**src/rtl/lic_pkg.sv**
```systemverilog
package lic_pkg;
  localparam int LVL_W = 3;
  localparam int NUM_LVL = 7;
  localparam logic [7:0] SPUR_VEC = 8'h18;
  localparam logic [4:0] BASE_RST = 5'b01000;

  typedef enum logic [1:0] {
    RA_MASK = 2'd0,
    RA_PEND = 2'd1,
    RA_STAT = 2'd2,
    RA_BASE = 2'd3
  } reg_addr_e;

  // highest set bit among levels 1..7, 0 when none
  function automatic logic [LVL_W-1:0] top_level(input logic [NUM_LVL:0] v);
    logic [LVL_W-1:0] r;
    r = '0;
    for (int l = 1; l <= NUM_LVL; l++)
      if (v[l]) r = LVL_W'(l);
    return r;
  endfunction
endpackage

```
**src/rtl/lic_src.sv**
```systemverilog
module lic_src #(
  parameter bit EDGE = 1'b0
) (
  input  logic clk,
  input  logic rst,
  input  logic req_in,
  input  logic clr,
  output logic pend
);
  logic s1, s2, s3;

  always_ff @(posedge clk) begin
    if (rst) begin
      s1 <= 1'b0;
      s2 <= 1'b0;
      s3 <= 1'b0;
    end else begin
      s1 <= req_in;
      s2 <= s1;
      s3 <= s2;
    end
  end

  generate
    if (EDGE) begin : g_edge
      always_ff @(posedge clk) begin
        if (rst) pend <= 1'b0;
        else if (s2 && !s3) pend <= 1'b1;
        else if (clr) pend <= 1'b0;
      end
      // a set bit survives unless cleared
      p_edge_hold_r9: assert property (@(posedge clk) disable iff (rst)
        (pend && !clr) |=> pend);
    end else begin : g_level
      always_ff @(posedge clk) begin
        if (rst) pend <= 1'b0;
        else pend <= s2;
      end
      // level pending tracks the synchronized input, clears ignored
      p_level_follow_r8: assert property (@(posedge clk) disable iff (rst)
        pend == $past(s2));
    end
  endgenerate
endmodule

```
**src/rtl/lic_prio.sv**
```systemverilog
module lic_prio
  import lic_pkg::*;
#(
  parameter int N_SRC = 8,
  parameter logic [N_SRC*LVL_W-1:0] SRC_LVL = '0
) (
  input  logic [N_SRC-1:0]  pend,
  input  logic [N_SRC-1:0]  mask,
  output logic [NUM_LVL:0]  lvl_pend
);
  always_comb begin
    lvl_pend = '0;
    for (int i = 0; i < N_SRC; i++)
      if (pend[i] && !mask[i])
        lvl_pend[SRC_LVL[i*LVL_W +: LVL_W]] = 1'b1;
    lvl_pend[0] = 1'b0;
  end
endmodule

```
**src/rtl/lic_regs.sv**
```systemverilog
module lic_regs
  import lic_pkg::*;
#(
  parameter int N_SRC = 8,
  parameter logic [N_SRC-1:0] EDGE_SRC = '0
) (
  input  logic             clk,
  input  logic             rst,
  input  logic             bus_wr,
  input  logic             bus_rd,
  input  logic [1:0]       bus_addr,
  input  logic [7:0]       bus_wdata,
  input  logic [N_SRC-1:0] pend,
  output logic [7:0]       bus_rdata,
  output logic [N_SRC-1:0] mask,
  output logic [4:0]       vbase,
  output logic [N_SRC-1:0] clr
);
  reg_addr_e ra;
  assign ra = reg_addr_e'(bus_addr);

  assign clr = (bus_wr && ra == RA_PEND) ? (bus_wdata[N_SRC-1:0] & EDGE_SRC) : '0;

  always_ff @(posedge clk) begin
    if (rst) begin
      mask  <= '1;
      vbase <= BASE_RST;
    end else if (bus_wr) begin
      if (ra == RA_MASK) mask <= bus_wdata[N_SRC-1:0];
      if (ra == RA_BASE) begin
        if (bus_wdata[7:6] == 2'b00) vbase <= BASE_RST;
        else vbase <= bus_wdata[7:3];
      end
    end
  end

  always_ff @(posedge clk) begin
    if (rst) bus_rdata <= '0;
    else if (bus_rd) begin
      unique case (ra)
        RA_MASK: bus_rdata <= 8'(mask);
        RA_PEND: bus_rdata <= 8'(pend);
        RA_STAT: bus_rdata <= 8'(pend & ~mask);
        RA_BASE: bus_rdata <= {vbase, 3'b000};
      endcase
    end
  end

  // stored base never falls under 0x40
  p_base_floor_r4: assert property (@(posedge clk) disable iff (rst)
    vbase[4:3] != 2'b00);
endmodule

```
**src/rtl/lvl_irq_ctrl.sv**
```systemverilog
module lvl_irq_ctrl
  import lic_pkg::*;
#(
  parameter int N_SRC = 8,
  parameter logic [N_SRC*LVL_W-1:0] SRC_LVL =
    {3'd7, 3'd6, 3'd5, 3'd4, 3'd3, 3'd2, 3'd1, 3'd1},
  parameter logic [N_SRC-1:0] EDGE_SRC = 8'hC0
) (
  input  logic             clk,
  input  logic             rst,
  input  logic [N_SRC-1:0] irq_src,
  output logic [2:0]       irq_lvl,
  input  logic             ack_stb,
  input  logic [2:0]       ack_lvl,
  output logic             vec_valid,
  output logic [7:0]       vec_num,
  input  logic             bus_wr,
  input  logic             bus_rd,
  input  logic [1:0]       bus_addr,
  input  logic [7:0]       bus_wdata,
  output logic [7:0]       bus_rdata
);
  logic [N_SRC-1:0] pend, mask, clr;
  logic [4:0]       vbase;
  logic [NUM_LVL:0] lvl_pend, insvc, insvc_d;
  logic [2:0]       svc_top, pend_top;
  logic             ack_real;

  generate
    for (genvar i = 0; i < N_SRC; i++) begin : g_src
      lic_src #(.EDGE(EDGE_SRC[i])) u_src (
        .clk(clk), .rst(rst), .req_in(irq_src[i]), .clr(clr[i]), .pend(pend[i]));
    end
  endgenerate

  lic_prio #(.N_SRC(N_SRC), .SRC_LVL(SRC_LVL)) u_prio (
    .pend(pend), .mask(mask), .lvl_pend(lvl_pend));

  lic_regs #(.N_SRC(N_SRC), .EDGE_SRC(EDGE_SRC)) u_regs (
    .clk(clk), .rst(rst), .bus_wr(bus_wr), .bus_rd(bus_rd), .bus_addr(bus_addr),
    .bus_wdata(bus_wdata), .pend(pend), .bus_rdata(bus_rdata), .mask(mask),
    .vbase(vbase), .clr(clr));

  assign svc_top  = top_level(insvc);
  assign pend_top = top_level(lvl_pend);
  assign ack_real = ack_stb && (ack_lvl != 3'd0) && lvl_pend[ack_lvl];

  always_comb begin
    insvc_d = insvc & lvl_pend;
    if (ack_real) insvc_d[ack_lvl] = 1'b1;
    insvc_d[0] = 1'b0;
  end

  always_ff @(posedge clk) begin
    if (rst) begin
      insvc     <= '0;
      irq_lvl   <= '0;
      vec_valid <= 1'b0;
      vec_num   <= '0;
    end else begin
      insvc     <= insvc_d;
      irq_lvl   <= (pend_top > svc_top) ? pend_top : 3'd0;
      vec_valid <= ack_stb;
      if (ack_stb) vec_num <= ack_real ? {vbase, ack_lvl} : SPUR_VEC;
    end
  end

  // vector valid exactly one cycle after the strobe
  p_vec_next_r6: assert property (@(posedge clk) disable iff (rst)
    ack_stb |=> vec_valid);
  p_vec_only_r6: assert property (@(posedge clk) disable iff (rst)
    vec_valid |-> $past(ack_stb));
  // a non-spurious vector carries the acknowledged level
  p_vec_level_r3: assert property (@(posedge clk) disable iff (rst)
    (vec_valid && vec_num != SPUR_VEC) |-> vec_num[2:0] == $past(ack_lvl));
  // a presented level is above everything in service
  p_preempt_r7: assert property (@(posedge clk) disable iff (rst)
    (irq_lvl != 3'd0) |-> irq_lvl > $past(svc_top));
  // a presented level had an unmasked pending source
  p_masked_r2: assert property (@(posedge clk) disable iff (rst)
    (irq_lvl != 3'd0) |-> ((($past(lvl_pend) >> irq_lvl) & 8'd1) != 8'd0));
endmodule

```
**config.mk**
```make
export PLATFORM = sky130hd
export DESIGN_NAME = lvl_irq_ctrl
export DESIGN_NICKNAME = d
export VERILOG_FILES = /design/src/rtl/lic_pkg.sv /design/src/rtl/lic_src.sv /design/src/rtl/lic_prio.sv /design/src/rtl/lic_regs.sv /design/src/rtl/lvl_irq_ctrl.sv
export SDC_FILE = /design/constraint.sdc
export NUM_CORES = 1
export LEC_CHECK = 0
export ABC_AREA = 1
export CORE_MARGIN = 3
export CORE_UTILIZATION = 47
export DETAILED_ROUTE_END_ITERATION = 8
export GPL_ROUTABILITY_DRIVEN = 0
export PLACE_DENSITY_LB_ADDON = 0.08
export SYNTH_ARGS = -nofsm -noshare
export SYNTH_HDL_FRONTEND = slang
export SYNTH_SLANG_ARGS = --single-unit
export TNS_END_PERCENT = 10
```
**constraint.sdc**
```tcl
create_clock -name clk -period 1.7 [get_ports clk]
set_input_delay 0.51 -clock clk [delete_from_list [all_inputs] [get_ports clk]]
set_output_delay 0.51 -clock clk [all_outputs]
set_load 0.05 [all_outputs]
```
==> impl_metrics.csv, run 1 <==
group,metric,value,unit
critical_path,crit_arrival,1.94,ns
clocking,clk_latency,0.35,ns
layout,area_growth,49.0,%
layout,drive_above_1_share,30.9,%
global_route,grt_pass1_vias,2459,
timing,finClkSkew,0.0127,ns
synthesis,netlist.area_leader.share,47.1,%
placement,dp.cells,505,
clocking,max-clock-path-buffers,2,
synthesis,ys.warnings.count,0,
timing,hold_violations,0,
synthesis,synth_largest_area_cell,"dfxtp_1",
drt,routedWlPerCell,13.1,um
layout,multi_input_area,1290,um^2
drt,wl,6890,um
die,die_w,83.3,um
timing,final_max_slew_viol_count,0,
placement,io_buffers,45,
layout,fin_util,74.1,%
clocking,path_clk_slew,0.07,ns
pwr,p_per_area,890,nW/um^2
die,pin_count,46,
drt,ant_nets,0,
timing,fin_crit_sh,97.4,%
layout,stdcell_area,4180,um^2
drt,num_vias,2598,
critical_path,criticalPathCategory,"reg -> reg",
hold_path,min_path_type,"reg -> reg",
global_route,grt_max_degree,24,
die,initial_core_util,49.7,%
global_route,gr-total-overflow,0,
layout,finalNetCount,477,
critical_path,crit_path_start_kind,"flop",
layout,final_cells,525,
placement,dp_hpwl,4920,um
synthesis,synth_area,2810,um^2
die,coreArea,5640,um^2
synthesis,netlist_top_cells_area,"dfxtp_1 47%, inv_1 7.4%, nand2_1 6.8%",
synthesis,ys_ff_latch,66,
layout,final_cell_mix,"60 x dfxtp_1, 53 x inv_1, 49 x nand2_1",
global_route,grt_pass1_wl,11500,um
layout,seqCellArea,1330,um^2
synthesis,synth_cell_type_count,32,
die,dieArea,6930,um^2
critical_path,endpoint_kind,"flop",
timing,relSlewSlack,73.9,%
die,die_h,83.3,um
clocking,clock-sinks,66,
timing,max_freq,0.604,GHz
synthesis,synth_cells,359,
status,run_status,"finished, final reports clean",
clocking,cts_tree,"yes",
timing,setup_slack,0.0439,ns
global_route,grt_antenna_before_repair,0,
global_route,grt_usage,20.4,%
clocking,htree_levels,3,
layout,diodes,0,
pwr,p_leak,1.78,nW
drt,drtIter0Drc,222,
timing,max_slew.worst_pin.slew,0.388,ns
drt,drt-vias-per-instance,4.95,
timing,fin_hold_ws,0.401,ns
drt,firstDrtPassIters,4,
pwr,ir_drop,0.644,mV
critical_path,crit_required,1.99,ns
die,num_rows,27,
clocking,root_buffer,"clkbuf_8",
drt,drc,0,
layout,fill_cells,418,
synthesis,ys_seq_area_share,47.1,%
clocking,cts_made_buffers,9,
timing,setup_viol,0,
layout,final_common_cell,"dfxtp_1",
synthesis,syn_avg_cell_area,7.82,um^2
placement,placed_area,3820,um^2
synthesis,synth_nets,388,
timing,fin_crit,1.66,ns
critical_path,crit_path_max_fanout,3,
placement,dp_slack,-0.305,ns
flow_run,drv_cap,0,
-- state kept, by name, indices dropped and copies added (netlist names) --
signal and cells:
irq_lvl 3, u_regs.mask 8, insvc 7, g_src.u_src.s3 2, vec_num 8, g_src.u_src.pend 8, g_src.u_src.s1 8, u_regs.vbase 5
u_regs.bus_rdata 8, g_src.u_src.s2 8, vec_valid 1
-- critical path, cell delays in order, from the launching register on --
cell	delay, ns
dfxtp_2	0.34
inv_2	0.04
nor2_4	0.09
inv_1	0.05
o21ai_1	0.09
inv_1	0.09
o21ai_2	0.07
nand2_2	0.09
ha_4	0.28
nand2_1	0.06
o21ai_2	0.18
nand3_4	0.11
a21oi_2	0.11
-- path summary, 6_finish.rpt --
path	slack [ns]	depth (start not counted)	from	end
worst max-delay path	0.04	12	g_src[5].u_src.pend	irq_lvl[2]
worst min-delay path	0.40	2	g_src[4].u_src.s1	g_src[4].u_src.s2
worst max register to register	0.04	12	g_src[5].u_src.pend	irq_lvl[2]
worst min register to register	0.40	2	g_src[4].u_src.s1	g_src[4].u_src.s2
-- kinds of logic after synthesis --
| logic type | Yosys count | share of synthesized area, % |
|---|---|---|
| simple gates | 138 | 23.6 |
| buf+inv | 70 | 10.5 |
| compound gates | 82 | 17.5 |
| fa+ha+maj | 3 | 1.34 |
| flops | 66 | 47.1 |
-- cell usage after synthesis (all sizes together) --
library cell	instances
a21oi	41
o211ai	5
o21bai	6
ha	3
nand2	62
a41oi	2
nor2	56
a22oi	1
nand3	13
o22ai	1
dfxtp	66
inv	58
o21ai	23
nand3b	2
buf	3
a221oi	3
nor3	4
clkinv	1
or2	1
clkbuf	8
-- area by class of cell --
cell class / instances / share of cell area [%]
multi-input combinational: 224 / 30.9
clock inverter: 7 / 2.45
timing repair buffer: 88 / 24.3
tap: 72 / 2.15
inverter: 59 / 5.42
sequential: 66 / 31.8
clock buffer: 9 / 2.96
-- power breakdown --
part	switching [W]	total, W	internal, W
Combinational	0.000296	0.000573	0.000277
Sequential	0.0000492	0.00166	0.00161
Clock	0.000650	0.00149	0.000837
Total	0.000995	0.00372	0.00273
-- what timing repair did --
item	CTS	global route
gates resized for setup	3	30
buffers inserted	0	3
pin swaps	2	13
hold buffers	0	0
endpoints found under the setup margin	2	12
gates cloned	0	1
-- metal layers --
metal / up-vias / wire length (um) / part of all wire, % / global-route usage, %
met5: - / 0 / 0 / 0
met4: 0 / 184 / 2.7 / 10.7
met3: 15 / 320 / 4.6 / 3.77
met2: 81 / 3330 / 48 / 32.0
met1: 1176 / 3060 / 44 / 26.6
li1: 1326 / - / - / -
-- through the flow --
step,power [W],setup TNS (ns)
2_1_floorplan,0.00195,0
3_3_place_gp,0.00222,-6.06
3_5_place_dp,0.00223,-6.44
4_1_cts,0.00371,0
5_1_grt,0.00386,-0.242
6_report,0.00372,0
Power figures use the tool's default switching activity.
==> inputs of run 2 (changes only) <==
--- a/config.mk
+++ b/config.mk
@@ -6,7 +6,7 @@
 export NUM_CORES = 1
 export LEC_CHECK = 0
 export ABC_AREA = 1
-export CORE_MARGIN = 3
+export CORE_MARGIN = 4
 export CORE_UTILIZATION = 47
 export DETAILED_ROUTE_END_ITERATION = 8
 export GPL_ROUTABILITY_DRIVEN = 0
==> run 2 against run 1 <==
Compared with the run above: cell area fell by 1.4%; sequential cell count did not move; die area rose by 4.9%; via count fell by 0.89%; first-iteration DRC count fell by 47%; combinational power fell by 2%; cell count fell by 0.38%; global-route usage fell by 1.5 points; sequential power barely moved; largest power group unchanged; highest routed layer unchanged.
==> impl_metrics.csv, run 2 (synthesis results as in run 1) <==
group,metric,value,unit
status,run_status,"finished, final reports clean",
clocking,path_clk_slew,0.08,ns
placement,io_buffers,45,
pwr,p_per_area,862,nW/um^2
clocking,clock-sinks,66,
timing,max_freq,0.612,GHz
pwr,total_power,0.00355,W
placement,dp.cells,502,
timing,relSlewSlack,73.1,%
layout,seqCellArea,1330,um^2
clocking,hold_buffers,0,
layout,final_cells,523,
timing,max_slew.worst_pin.slew,0.402,ns
drt,drtIter0Drc,117,
layout,fill_cells,427,
critical_path,crit_path_start_kind,"flop",
critical_path,crit_path_max_fanout,3,
clocking,cts_made_buffers,9,
die,die_w,85.3,um
die,initial_core_util,49.7,%
critical_path,endpoint_kind,"flop",
critical_path,crit_required,1.98,ns
layout,area_growth,46.9,%
timing,fin_crit,1.64,ns
pwr,ir_drop,0.890,mV
drt,num_vias,2575,
timing,setup_tns,0,ns
global_route,grt_usage,18.9,%
clocking,max-clock-path-buffers,2,
layout,multi_input_area,1280,um^2
pwr,p_leak,1.74,nW
clocking,htree_levels,3,
die,die_h,85.3,um
hold_path,min_path_type,"reg -> reg",
timing,rsz0062_at_grt,"true",
clocking,root_buffer,"clkbuf_8",
drt,firstDrtPassIters,5,
timing,hold_violations,0,
timing,finClkSkew,0.00716,ns
timing,setup_viol,0,
layout,diodes,0,
drt,wl,6850,um
layout,drive_above_1_share,30.6,%
global_route,grt_antenna_before_repair,0,
drt,ant_nets,0,
die,dieArea,7270,um^2
timing,fin_crit_sh,96.2,%
drt,routedWlPerCell,13.1,um
timing,final_max_slew_viol_count,0,
die,pin_count,46,
global_route,grt_pass1_vias,2426,
die,coreArea,5640,um^2
global_route,gr-total-overflow,0,
critical_path,slowest_stage,"dfxtp_2",
layout,finalNetCount,475,
critical_path,criticalPathCategory,"reg -> reg",
placement,dp_hpwl,5000,um
die,num_rows,27,
clocking,clk_latency,0.34,ns
critical_path,cp_cell_sequence,"inv_2, nor2_2, inv_1, o21ai_1, inv_1, o21ai_2, nand2_2, ha_4, nand2_2, o21ai_2, nand3_2, a21oi_2",
clocking,cts_tree,"yes",
critical_path,crit_arrival,1.91,ns
drt,drc,0,
layout,final_cell_mix,"61 x dfxtp_1, 52 x inv_1, 48 x nand2_1",
global_route,grt_pass1_wl,11000,um
drt,drt-vias-per-instance,4.92,
global_route,grt_max_degree,24,
flow_run,drv_cap,0,
layout,final_common_cell,"dfxtp_1",
critical_path,slowest_delay,0.33,ns
==> run 2: final cells by class <==
type | instances | share of cell area [%]
sequential | 66 | 32.2
multi-input combinational | 224 | 31.0
timing repair buffer | 86 | 24.3
inverter | 59 | 5.49
clock buffer | 9 | 3.01
tap | 72 | 2.19
clock inverter | 7 | 1.88
==> run 2: report_power, final <==
group	total, W	switching (W)	internal [W]
registers	0.00166	0.0000486	0.00161
logic	0.000563	0.000293	0.000270
clock network	0.00133	0.000642	0.000689
total	0.00355	0.000984	0.00257
==> run 2: critical path: cells and delay by family (launching register included) <==
kind	cells	cell delay, ns
compound gates	4	0.44
fa+ha+maj	1	0.27
buf+inv	3	0.17
flops	1	0.33
simple gates	4	0.38
==> run 2: repair_timing <==
| item | CTS | global route |
|---|---|---|
| cloned | 0 | 1 |
| buffers inserted | 1 | 3 |
| gates resized for setup | 6 | 25 |
| pin swaps | 3 | 13 |
| setup endpoints to repair | 3 | 17 |
==> run 2: layer usage <==
| metal | GRT usage (%) | wire length [um] | up-vias |
|---|---|---|---|
| met5 | 0 | 0 | - |
| met4 | 7.34 | 131 | 0 |
| met3 | 4.56 | 315 | 15 |
| met2 | 31.4 | 3280 | 67 |
| met1 | 23.7 | 3130 | 1162 |
| li1 | - | - | 1331 |
==> run 2: final timing paths <==
kind	startpoint	end	slack, ns	cells after the start
worst max register to register	g_src[5].u_src.pend	irq_lvl[1]	0.06	12
worst min-delay path	g_src[3].u_src.s1	g_src[3].u_src.s2	0.40	2
worst max-delay path	g_src[5].u_src.pend	irq_lvl[1]	0.06	12
worst min register to register	g_src[3].u_src.s1	g_src[3].u_src.s2	0.40	2
==> run 2: stage by stage <==
step                      util [%]  setup slack (ns)  hold WS [ns]  instance area [um^2]
after floorplan                  -             0.107         0.388                  2810
after global placement        67.3            -0.266         0.389                  3790
after detailed placement      67.3            -0.312         0.395                  3790
after CTS                     71.1           0.00224         0.402                  4010
after global routing          73.1           -0.0725         0.422                  4120
final                         73.1            0.0648         0.404                  4120
==> inputs of run 3 (changes only) <==
--- a/config.mk
+++ b/config.mk
@@ -7,7 +7,8 @@
 export LEC_CHECK = 0
 export ABC_AREA = 1
 export CORE_MARGIN = 4
-export CORE_UTILIZATION = 47
+export CORE_UTILIZATION = 53
+export CTS_CLUSTER_SIZE = 10
 export DETAILED_ROUTE_END_ITERATION = 8
 export GPL_ROUTABILITY_DRIVEN = 0
 export PLACE_DENSITY_LB_ADDON = 0.08
==> constraint.sdc (replaced) <==
create_clock -name clk -period 1.81 [get_ports clk]
set_input_delay 0.543 -clock clk [delete_from_list [all_inputs] [get_ports clk]]
set_output_delay 0.543 -clock clk [all_outputs]
set_load 0.05 [all_outputs]
==> run 3 against run 2 <==
Compared with the run above: critical path type unchanged; critical path depth decreased by 2; die area decreased by 10%; wire length decreased by 8.2%; register-to-register slack improved by 0.04 ns; worst hold slack got worse by 0.0023 ns; sequential cell count unchanged; setup slack improved by 0.042 ns; critical endpoint is now irq_lvl[2]; sequential power decreased by 7%; cell count decreased by 1.3%.
==> impl_metrics.csv, run 3 (synthesis results as in run 1) <==
group,metric,value,unit
placement,placed_area,3490,um^2
layout,stdcell_area,3770,um^2
timing,hold_violations,0,
layout,finalNetCount,470,
layout,final_cell_mix,"64 x dfxtp_1, 56 x buf_4, 55 x inv_1",
die,coreArea,5110,um^2
critical_path,crit_path_max_fanout,4,
global_route,grt_max_degree,24,
drt,firstDrtPassIters,5,
critical_path,crit_arrival,1.98,ns
global_route,grtUsageMet1,26.3,%
die,pin_count,46,
timing,finClkSkew,0.00990,ns
clocking,path_clk_slew,0.08,ns
clocking,cts_made_buffers,9,
drt,num_vias,2497,
global_route,grt_pass1_wl,10800,um
hold_path,min_path_type,"reg -> reg",
layout,drive_above_1_share,26.5,%
drt,ant_nets,0,
placement,io_buffers,45,
die,dieArea,6520,um^2
global_route,gr-total-overflow,0,
clocking,clk_latency,0.34,ns
clocking,htree_levels,3,
critical_path,crit_path_start_kind,"flop",
clocking,hold_buffers,0,
die,initial_core_util,54.9,%
timing,max_freq,0.587,GHz
global_route,grt_pass1_vias,2450,
timing,setup_tns,0,ns
critical_path,crit_required,2.08,ns
status,run_status,"finished, final reports clean",
timing,fin_crit,1.70,ns
clocking,max-clock-path-buffers,2,
drt,drt-vias-per-instance,4.84,
drt,wl,6290,um
timing,setup_viol,0,
global_route,grt_usage,21.4,%
layout,area_growth,34.3,%
layout,seqCellArea,1320,um^2
layout,fill_cells,395,
pwr,ir_drop,0.616,mV
die,die_w,80.8,um
placement,dp_hpwl,4660,um
layout,final_common_cell,"dfxtp_1",
global_route,grtUsageMet2,35.8,%
global_route,grt-busiest-layer,"met2",
timing,fin_hold_ws,0.402,ns
drt,drc,0,
timing,fin_crit_sh,94.1,%
drt,drtIter0Drc,179,
layout,multi_input_area,1220,um^2
pwr,total_power,0.00338,W
clocking,root_buffer,"clkbuf_8",
die,die_h,80.8,um
die,num_rows,26,
global_route,grt_antenna_before_repair,0,
critical_path,criticalPathCategory,"reg -> reg",
drt,routedWlPerCell,12.2,um
timing,max_slew.worst_pin.slew,0.309,ns
critical_path,endpoint_kind,"flop",
pwr,p_leak,1.65,nW
flow_run,drv_cap,0,
layout,diodes,0,
timing,relSlewSlack,79.4,%
clocking,clock-sinks,66,
clocking,cts_tree,"yes",
pwr,p_per_area,896,nW/um^2
global_route,gr-usage-met3,3.99,%
timing,final_max_slew_viol_count,0,
run 3: cell count changes in the layout (fill, tap and decap cells not counted), moves of 3 or more:
cell,previous run,this run
o21ai_1,4,0
o21ai_0,17,21
inv_1,52,55
dfxtp_1,61,64
buf_12,23,1
a21oi_2,13,10
buf_4,37,56
dfxtp_2,5,2
inv_2,6,3
a21oi_1,28,31
run 3: final cells by class:
class,instances,area share (%)
clock buffers,9,3.29
inverters,59,6.01
well taps,70,2.32
repair buffers,82,18.3
clock inverters,7,2.69
flip-flops and latches,66,35.1
multi-input cells,223,32.3
run 3: path summary, 6_finish.rpt:
path	from	endpoint	slack (ns)	depth (start not counted)
worst max-delay path	g_src[2].u_src.pend	irq_lvl[2]	0.11	10
worst max register to register	g_src[2].u_src.pend	irq_lvl[2]	0.11	10
worst min register to register	g_src[6].u_src.s1	g_src[6].u_src.s2	0.40	2
worst min-delay path	g_src[6].u_src.s1	g_src[6].u_src.s2	0.40	2
run 3: metal layers:
| layer | routed length [um] | part of all wire, % |
|---|---|---|
| met5 | 0 | 0 |
| met2 | 3030 | 48 |
| met3 | 288 | 4.6 |
| met1 | 2870 | 46 |
| met4 | 100 | 1.6 |
run 3: worst max-delay path, cell delays in order, from the launching register on:
cell	delay, ns
dfxtp_1	0.34
inv_1	0.06
nor2_4	0.14
inv_1	0.05
a21oi_1	0.13
o21ai_0	0.10
a21oi_1	0.23
ha_1	0.27
nand3_1	0.08
nand3_2	0.12
a21oi_1	0.12
run 3: timing repair:
action                                  CTS  global route
gates resized for setup                   2             9
endpoints found under the setup margin    1             3
setup buffers                             0             3
pin swaps                                 1             3
run 3: per-stage QoR:
step	setup WS (ns)	cells	utilization, %
finish	0.107	516	73.8
global route	-0.00414	516	73.8
CTS	0.0286	513	73.0
detailed placement	-0.216	497	68.4
global placement	-0.181	497	68.4
floorplan	0.217	359	-
run 3: power breakdown:
group	switching, W	total (W)	internal (W)
logic	0.000260	0.000447	0.000187
clock network	0.000598	0.00138	0.000784
registers	0.0000345	0.00155	0.00151
total	0.000893	0.00338	0.00248
